[src/rtl/tone_host_regs.sv]
module tone_host_regs #(
  parameter int DW = 4,
  parameter int SYNC = 2
) (
  input  logic          clk,
  input  logic          rst_n,
  input  logic          bus_cs_n,
  input  logic          bus_sel,
  input  logic          bus_rd_wr,
  input  logic          bus_strobe,
  input  logic [DW-1:0] bus_data_in,
  output logic [DW-1:0] bus_data_out,
  output logic          bus_data_oe,
  output logic [DW-1:0] tx_code,
  output logic          tx_load,
  input  logic          tx_ready,
  input  logic [DW-1:0] rx_code,
  input  logic          rx_latch,
  input  logic          steer_present,
  input  logic          cp_square,
  output logic          tone_en,
  output logic          cp_mode,
  output logic          burst_off,
  output logic          test_mode,
  output logic          single_tone,
  output logic          column_sel,
  output logic          irq_n
);

  logic [SYNC:0]   stb_q;
  logic [DW-1:0]   ctl_a, ctl_b, rx_q;
  logic            to_b, rx_full, tx_empty, irq_flag;

  wire fall    = stb_q[SYNC] & ~stb_q[SYNC-1];
  wire acc     = fall & ~bus_cs_n;
  wire tx_wr   = acc & ~bus_sel & ~bus_rd_wr;
  wire ctl_wr  = acc &  bus_sel & ~bus_rd_wr;
  wire stat_rd = acc &  bus_sel &  bus_rd_wr;
  wire irq_en  = ctl_a[2];
  wire rx_set  = rx_latch & ~ctl_a[1];
  wire tx_set  = tx_ready & ~ctl_b[0];

  always_ff @(posedge clk or negedge rst_n)
    if (!rst_n) stb_q <= '0;
    else        stb_q <= {stb_q[SYNC-1:0], bus_strobe};

  always_ff @(posedge clk or negedge rst_n) begin
    if (!rst_n) begin
      ctl_a <= '0; ctl_b <= '0; to_b <= 1'b0;
      tx_code <= '0; tx_load <= 1'b0; rx_q <= '0;
    end else begin
      tx_load <= tx_wr;
      if (tx_wr) tx_code <= bus_data_in;
      if (rx_set) rx_q <= rx_code;
      if (ctl_wr) begin
        if (to_b) begin
          ctl_b <= bus_data_in;
          to_b  <= 1'b0;
        end else begin
          ctl_a <= bus_data_in;
          to_b  <= bus_data_in[3];
        end
      end
    end
  end

  always_ff @(posedge clk or negedge rst_n) begin
    if (!rst_n) begin
      rx_full <= 1'b0; tx_empty <= 1'b0; irq_flag <= 1'b0;
    end else begin
      rx_full  <= rx_set | (rx_full & ~stat_rd);
      tx_empty <= ~ctl_b[0] & (tx_set | (tx_empty & ~stat_rd));
      irq_flag <= rx_set | tx_set | (irq_flag & ~stat_rd);
    end
  end

  wire [DW-1:0] status = {~steer_present, rx_full, tx_empty, irq_flag};

  assign bus_data_oe  = ~bus_cs_n & bus_strobe & bus_rd_wr;
  assign bus_data_out = bus_data_oe ? (bus_sel ? status : rx_q) : '0;

  assign tone_en     = ctl_a[0];
  assign cp_mode     = ctl_a[1];
  assign burst_off   = ctl_b[0];
  assign test_mode   = ctl_b[1];
  assign single_tone = ctl_b[2];
  assign column_sel  = ctl_b[3];

  always_comb begin
    if (cp_mode)        irq_n = irq_en ? cp_square : 1'b1;
    else if (test_mode) irq_n = ~steer_present;
    else if (irq_en)    irq_n = ~irq_flag;
    else                irq_n = 1'b1;
  end

  assert_redirect_oneshot_R4: assert property (@(posedge clk) disable iff (!rst_n)
    (ctl_wr && to_b) |=> (!to_b && $stable(ctl_a)));
  assert_b_untouched_R4: assert property (@(posedge clk) disable iff (!rst_n)
    (!ctl_wr || !to_b) |=> $stable(ctl_b));
  assert_status_clear_R6: assert property (@(posedge clk) disable iff (!rst_n)
    (stat_rd && !rx_latch && !tx_ready) |=> (!rx_full && !tx_empty && !irq_flag));
  assert_no_tx_empty_R10: assert property (@(posedge clk) disable iff (!rst_n)
    ctl_b[0] |=> !tx_empty);
  assert_rx_hold_R9: assert property (@(posedge clk) disable iff (!rst_n)
    (!rx_latch || ctl_a[1]) |=> $stable(rx_q));
  assert_cs_ignore_R2: assert property (@(posedge clk) disable iff (!rst_n)
    bus_cs_n |=> ($stable(ctl_a) && !tx_load));

endmodule

[config.mk]
export PLATFORM = sky130hd
export DESIGN_NAME = tone_host_regs
export DESIGN_NICKNAME = d
export VERILOG_FILES = /design/src/rtl/tone_host_regs.sv
export SDC_FILE = /design/constraint.sdc
export NUM_CORES = 1
export LEC_CHECK = 0
export BUFFER_PORTS_ARGS = -buffer_cell sky130_fd_sc_hd__buf_2
export CORE_ASPECT_RATIO = 0.6
export CORE_UTILIZATION = 40
export CTS_CLUSTER_DIAMETER = 50
export DETAILED_ROUTE_END_ITERATION = 7
export GPL_TIMING_DRIVEN = 0
export PLACE_DENSITY_LB_ADDON = 0.1
export SYNTH_ARGS = -nofsm -noshare
export SYNTH_HDL_FRONTEND = slang
export SYNTH_SLANG_ARGS = --single-unit
[constraint.sdc]
create_clock -name clk -period 2.05 [get_ports clk]
set_input_delay 0.205 -clock clk [delete_from_list [all_inputs] [get_ports clk]]
set_output_delay 0.205 -clock clk [all_outputs]
set_load 0.1 [all_outputs]
# Word-level counts from Yosys, hierarchy flattened
# Index checks and enable logic that the tools add are counted.
[totals]
memories = 0
word_cells = 48
output_inout_bits = 17
ram_bits = 0
rom_bits = 0
latchBits = 0
reg_bits = 23
[op_classes]
n_eq_ne = 0
mux = 7
mul = 0
reduce_logical = 2
n_shift = 0
add_sub_neg = 0
div = 0
n_lt_le_gt_ge = 0
bitwise = 29
[op_table]
columns = ["cell", "count"]
rows = [
  ["$and A1 B1 Y1", 15],
  ["$not A1 Y1", 10],
  ["$mux W4", 2],
  ["$mux W1", 5],
  ["$or A1 B1 Y1", 4],
  ["$reduce_and A2 Y1", 2],
]

# Depth between registers and ports, before layout
[logic_depth]
depth_word = 9
mapped_depth = 5
depth_no_buf = 3

# Worst setup path before layout
# No wires, ideal clock.
[synth_timing]
path_type = "flip-flop to output port"
startpoint = "register ctl_b[1]"
endpoint = "output port irq_n"
path_stages_with_launch = 3
path_buffers = 0
t_arrival_ns = 3.255
setup_slack_ns = -1.410
path_cell_list = "dfrtp_1 o21ai_0 o21ai_0"
[synth_between]
elab_chain_cells = 2
[synth_rtl]
columns = ["item", "line", "text"]
rows = [
  ["start: declaration", "31", "logic [DW-1:0] ctl_a, ctl_b, rx_q;"],
  ["start signal: assignment", "57", "ctl_b <= bus_data_in;"],
  ["$mux W1", "91", "else if (test_mode) irq_n = ~steer_present;"],
  ["$mux W1", "90", "if (cp_mode) irq_n = irq_en ? cp_square : 1'b1;"],
  ["end: declaration", "27", "output logic irq_n"],
]
# No other way between the ends.

# Final worst setup path
# Ends and elaborated chain as after synthesis.

==> implementation parameters <==
Parameter                              Value

Final layout
  Synthesis-to-layout area growth    26.7%
  Number of standard cells in the layout, taps in and fillers out    145
  Core Util, Final    0.564
  Total Nets Final    134
  Filler instances    193
  Ant diodes    0
  Layout cell share with drive strength beyond 1    0.487

CTS
  Worst-Skew Late Latency    260 ps
  # resized after CTS    0
  CTS buffer count    3
  Maximum buffer depth of the clock tree    2
  Clk pin slew, worst setup/hold paths    80 ps
  Maximum level of the CTS H-tree    1
  Number of clock sinks    23
  Buffer type at the clock tree root    sky130_fd_sc_hd__clkbuf_8
  TritonCTS clock tree    done

Route
  1st-iter DRT viols    15
  DRC errors left    0
  Antenna-violating nets left    0
  Via-to-Cell Ratio    4.84
  Overall via count from detail_route    702
  Number of iterations in the first detailed-routing pass    4
  Total routed wirelength    1.79 mm
  Average wire per cell in the routed design    12.3 um

Power and ir drop
  P_sw    0.000680 W
  Sequential share of power    0.391
  Worst IR Drop VDD    0.623 mV
  Internal power consumption    0.000821 W
  Lkg Pwr    0.652 nW
  P per Cell Area    1180 mW/mm^2
  Comb pwr share    0.427
  Share of total power in the clock network    0.182
  Switching share of total power    0.453

Hold path
  Source of the worst hold timing path    bus_strobe
  Hold endpoint    stb_q[0]$_DFF_PN0_
  Path category of the worst min-delay check    input pin to flop
  Number of instances on the worst hold path    1

Worst setup path
  Setup slack of the worst register-to-register path    540 ps
  Data required time of the critical path    1850 ps
  Crit-path max cell delay    430 ps
  Master of the slowest instance on the critical path    sky130_fd_sc_hd__buf_2
  Type of destination of the critical path    output port
  Worst Path Buf+Inv    1
  Cell class contributing the biggest share of worst-path delay    buffers and inverters
  Critical path launch point type    flop
  End of the worst register-to-register path    ctl_b[3]$_DFFE_PN0P_
  RR Startpoint    stb_q[2]$_DFF_PN0_
  Worst endpoint data arrival time    1420 ps
  Worst Setup Path Type    flop to output port
  Highest net fanout along the worst path    4
  Number of cell instances on the worst register-to-register path    3
  Cell-by-cell trace of the critical path    nand2_1 > o21ai_0 > o21ai_4 > buf_2

Global route
  Global routing usage summed across all routing layers    0.158
  Largest net degree at the start of global routing    24
  Number of global-route vias before repair    632
  Number of antenna violations at the first check in global routing    0
  Global-route wire length before repair    2.88 mm
  GRT overflow    0

Timing
  Worst slew margin relative to its limit    0.666
  Final critical path time including I/O delays and setup    1630 ps
  Worst Slack Setup Final    424 ps
  Worst-margin pin slew    501 ps
  Fin. max-slew vios    0
  Final Hold Violating Endpoints    0
  Top achievable clock speed    615 MHz
  Total of endpoints with negative setup slack in the final report    0
  Worst setup skew after layout    2.35 ps
  Crit share post-route    0.793
  RSZ-0062 raised after global routing    no
  Post-route setup TNS    0 ps

Logic synthesis
  Warnings, synthesis    0
  Top cell type's share of synthesized area    0.572
  Top cells by area in the synthesized netlist    sky130_fd_sc_hd__dfrtp_1 57%, sky130_fd_sc_hd__mux2_2 13%, sky130_fd_sc_hd__mux2_4 6.0%, sky130_fd_sc_hd__mux2i_1 4.0%, sky130_fd_sc_hd__o21ai_0 3.0%
  Summed instance area of the synthesized netlist    0.00101 mm^2
  Number of cells produced by synthesis    77
  Seq/Total Area, Yosys    0.572
  Cell accounting for the most synthesized area    sky130_fd_sc_hd__dfrtp_1
  Post-Synthesis Net Count    95
  Post-synthesis sequential element count    23
  Number of distinct library cell variants in the gate-level netlist after synthesis    20
  Avg Synthesized Cell Area    13.1 um^2

Floorplanning
  Horizontal die dimension    66.7 um
  Boundary Pins    35
  Die Outline Area    0.00273 mm^2
  Floorplan row count    13
  DIE HEIGHT    40.8 um
  Initial standard-cell utilization of the core    0.445
  Standard cell core area    0.00226 mm^2

Place
  Post-placement worst setup slack    535 ps
  Cell total after placement    140
  Final weighted congestion in routability-driven placement    0.808
  IO Port Bufs    33
  Detail Placement HPWL    1.35 mm

Outcome
  Status    complete, no violations

Run
  Max Cap Viol    0
-- placed cells by master, fill, tap and decap left out, drive strengths merged --
master,instances
or4,1
dfrtp,23
or4b,1
nor2b,2
clkbuf,6
nor2,4
dlygate4sd3,1
a21oi,2
nor3,1
nor4,1
nand2,3
and2,1
mux2i,4
o21ai,6
inv,5
mux2,16
buf,34
nand2b,2
nand3b,2
-- cell type report --
cell class | count | area (um^2) | area share
Buffer | 3 | 18.8 | 0.0147
Tap cell | 30 | 37.5 | 0.0294
Clock buffer | 4 | 45.0 | 0.0353
Inverter | 5 | 18.8 | 0.0147
Sequential cell | 23 | 576 | 0.451
Timing Repair Buffer | 34 | 175 | 0.137
Multi-Input combinational cell | 46 | 404 | 0.317
-- worst max-delay path by stage --
stage                          from                   end  depth (start not counted)
3_3_place_gp               bus_cs_n  ctl_b[3]$_DFFE_PN0P_                          4
3_5_place_dp               bus_cs_n  ctl_b[0]$_DFFE_PN0P_                          4
5_1_grt        ctl_b[1]$_DFFE_PN0P_                 irq_n                          4
4_1_cts        ctl_b[1]$_DFFE_PN0P_                 irq_n                          4
6_report       ctl_b[1]$_DFFE_PN0P_                 irq_n                          4
2_1_floorplan  ctl_b[1]$_DFFE_PN0P_                 irq_n                          2
-- through the flow --
| step | instance area [um^2] | total power [W] | hold WS, ps |
|---|---|---|---|
| final | 1270 | 0.00150 | 61.3 |
| after global routing | 1270 | 0.00158 | 54.5 |
| after CTS | 1270 | 0.00152 | 55.2 |
| after detailed placement | 1220 | 0.00124 | 207 |
| after global placement | 1220 | 0.00123 | 208 |
| after floorplan | 1020 | 0.00114 | -90.6 |
-- layer usage --
layer	share of wire	up-vias	GRT usage
li1	-	343	-
met1	0.51	332	0.209
met2	0.39	25	0.230
met3	0.089	2	0.0611
met4	0.012	0	0.0798
met5	0	-	0
-- power by group through the flow --
stage	Clock, W	Combinational, W	Sequential (W)
after global routing	0.000304	0.000671	0.000600
after CTS	0.000283	0.000646	0.000587
final	0.000274	0.000641	0.000587
after detailed placement	0	0.000643	0.000596
after floorplan	0	0.000236	0.000899
after global placement	0	0.000639	0.000593
-- Yosys cell counts (all sizes together) --
library cell and count:
nor2b 2, nor3 1, inv 5, nand3b 2, nor2 4, nor4 1, dfrtp 23, mux2i 4
or4 1, or4b 1, mux2 16, and2 1, a21oi 2, nand2b 2, nand2 3, o21ai 6
buf 1, clkbuf 2
-- flip-flops by register name (all words and copies together) (netlist names) --
name,count
ctl_b,4
rx_q,4
tx_code,4
ctl_a,3
stb_q,3
irq_flag,1
rx_full,1
to_b,1
tx_empty,1
tx_load,1
-- kinds of logic after synthesis --
| family | synth area share |
|---|---|
| AO/OA/AOI/OAI | 0.0398 |
| AND/OR/NAND/NOR | 0.117 |
| buffers and inverters | 0.0373 |
| flip-flops | 0.572 |
| multiplexers | 0.234 |
-- timing repair --
action | CTS | global route
setup buffers | 0 | 0
hold buffers | 1 | 0
hold endpoints to repair | 23 | 0
Power figures use the tool's default switching activity.
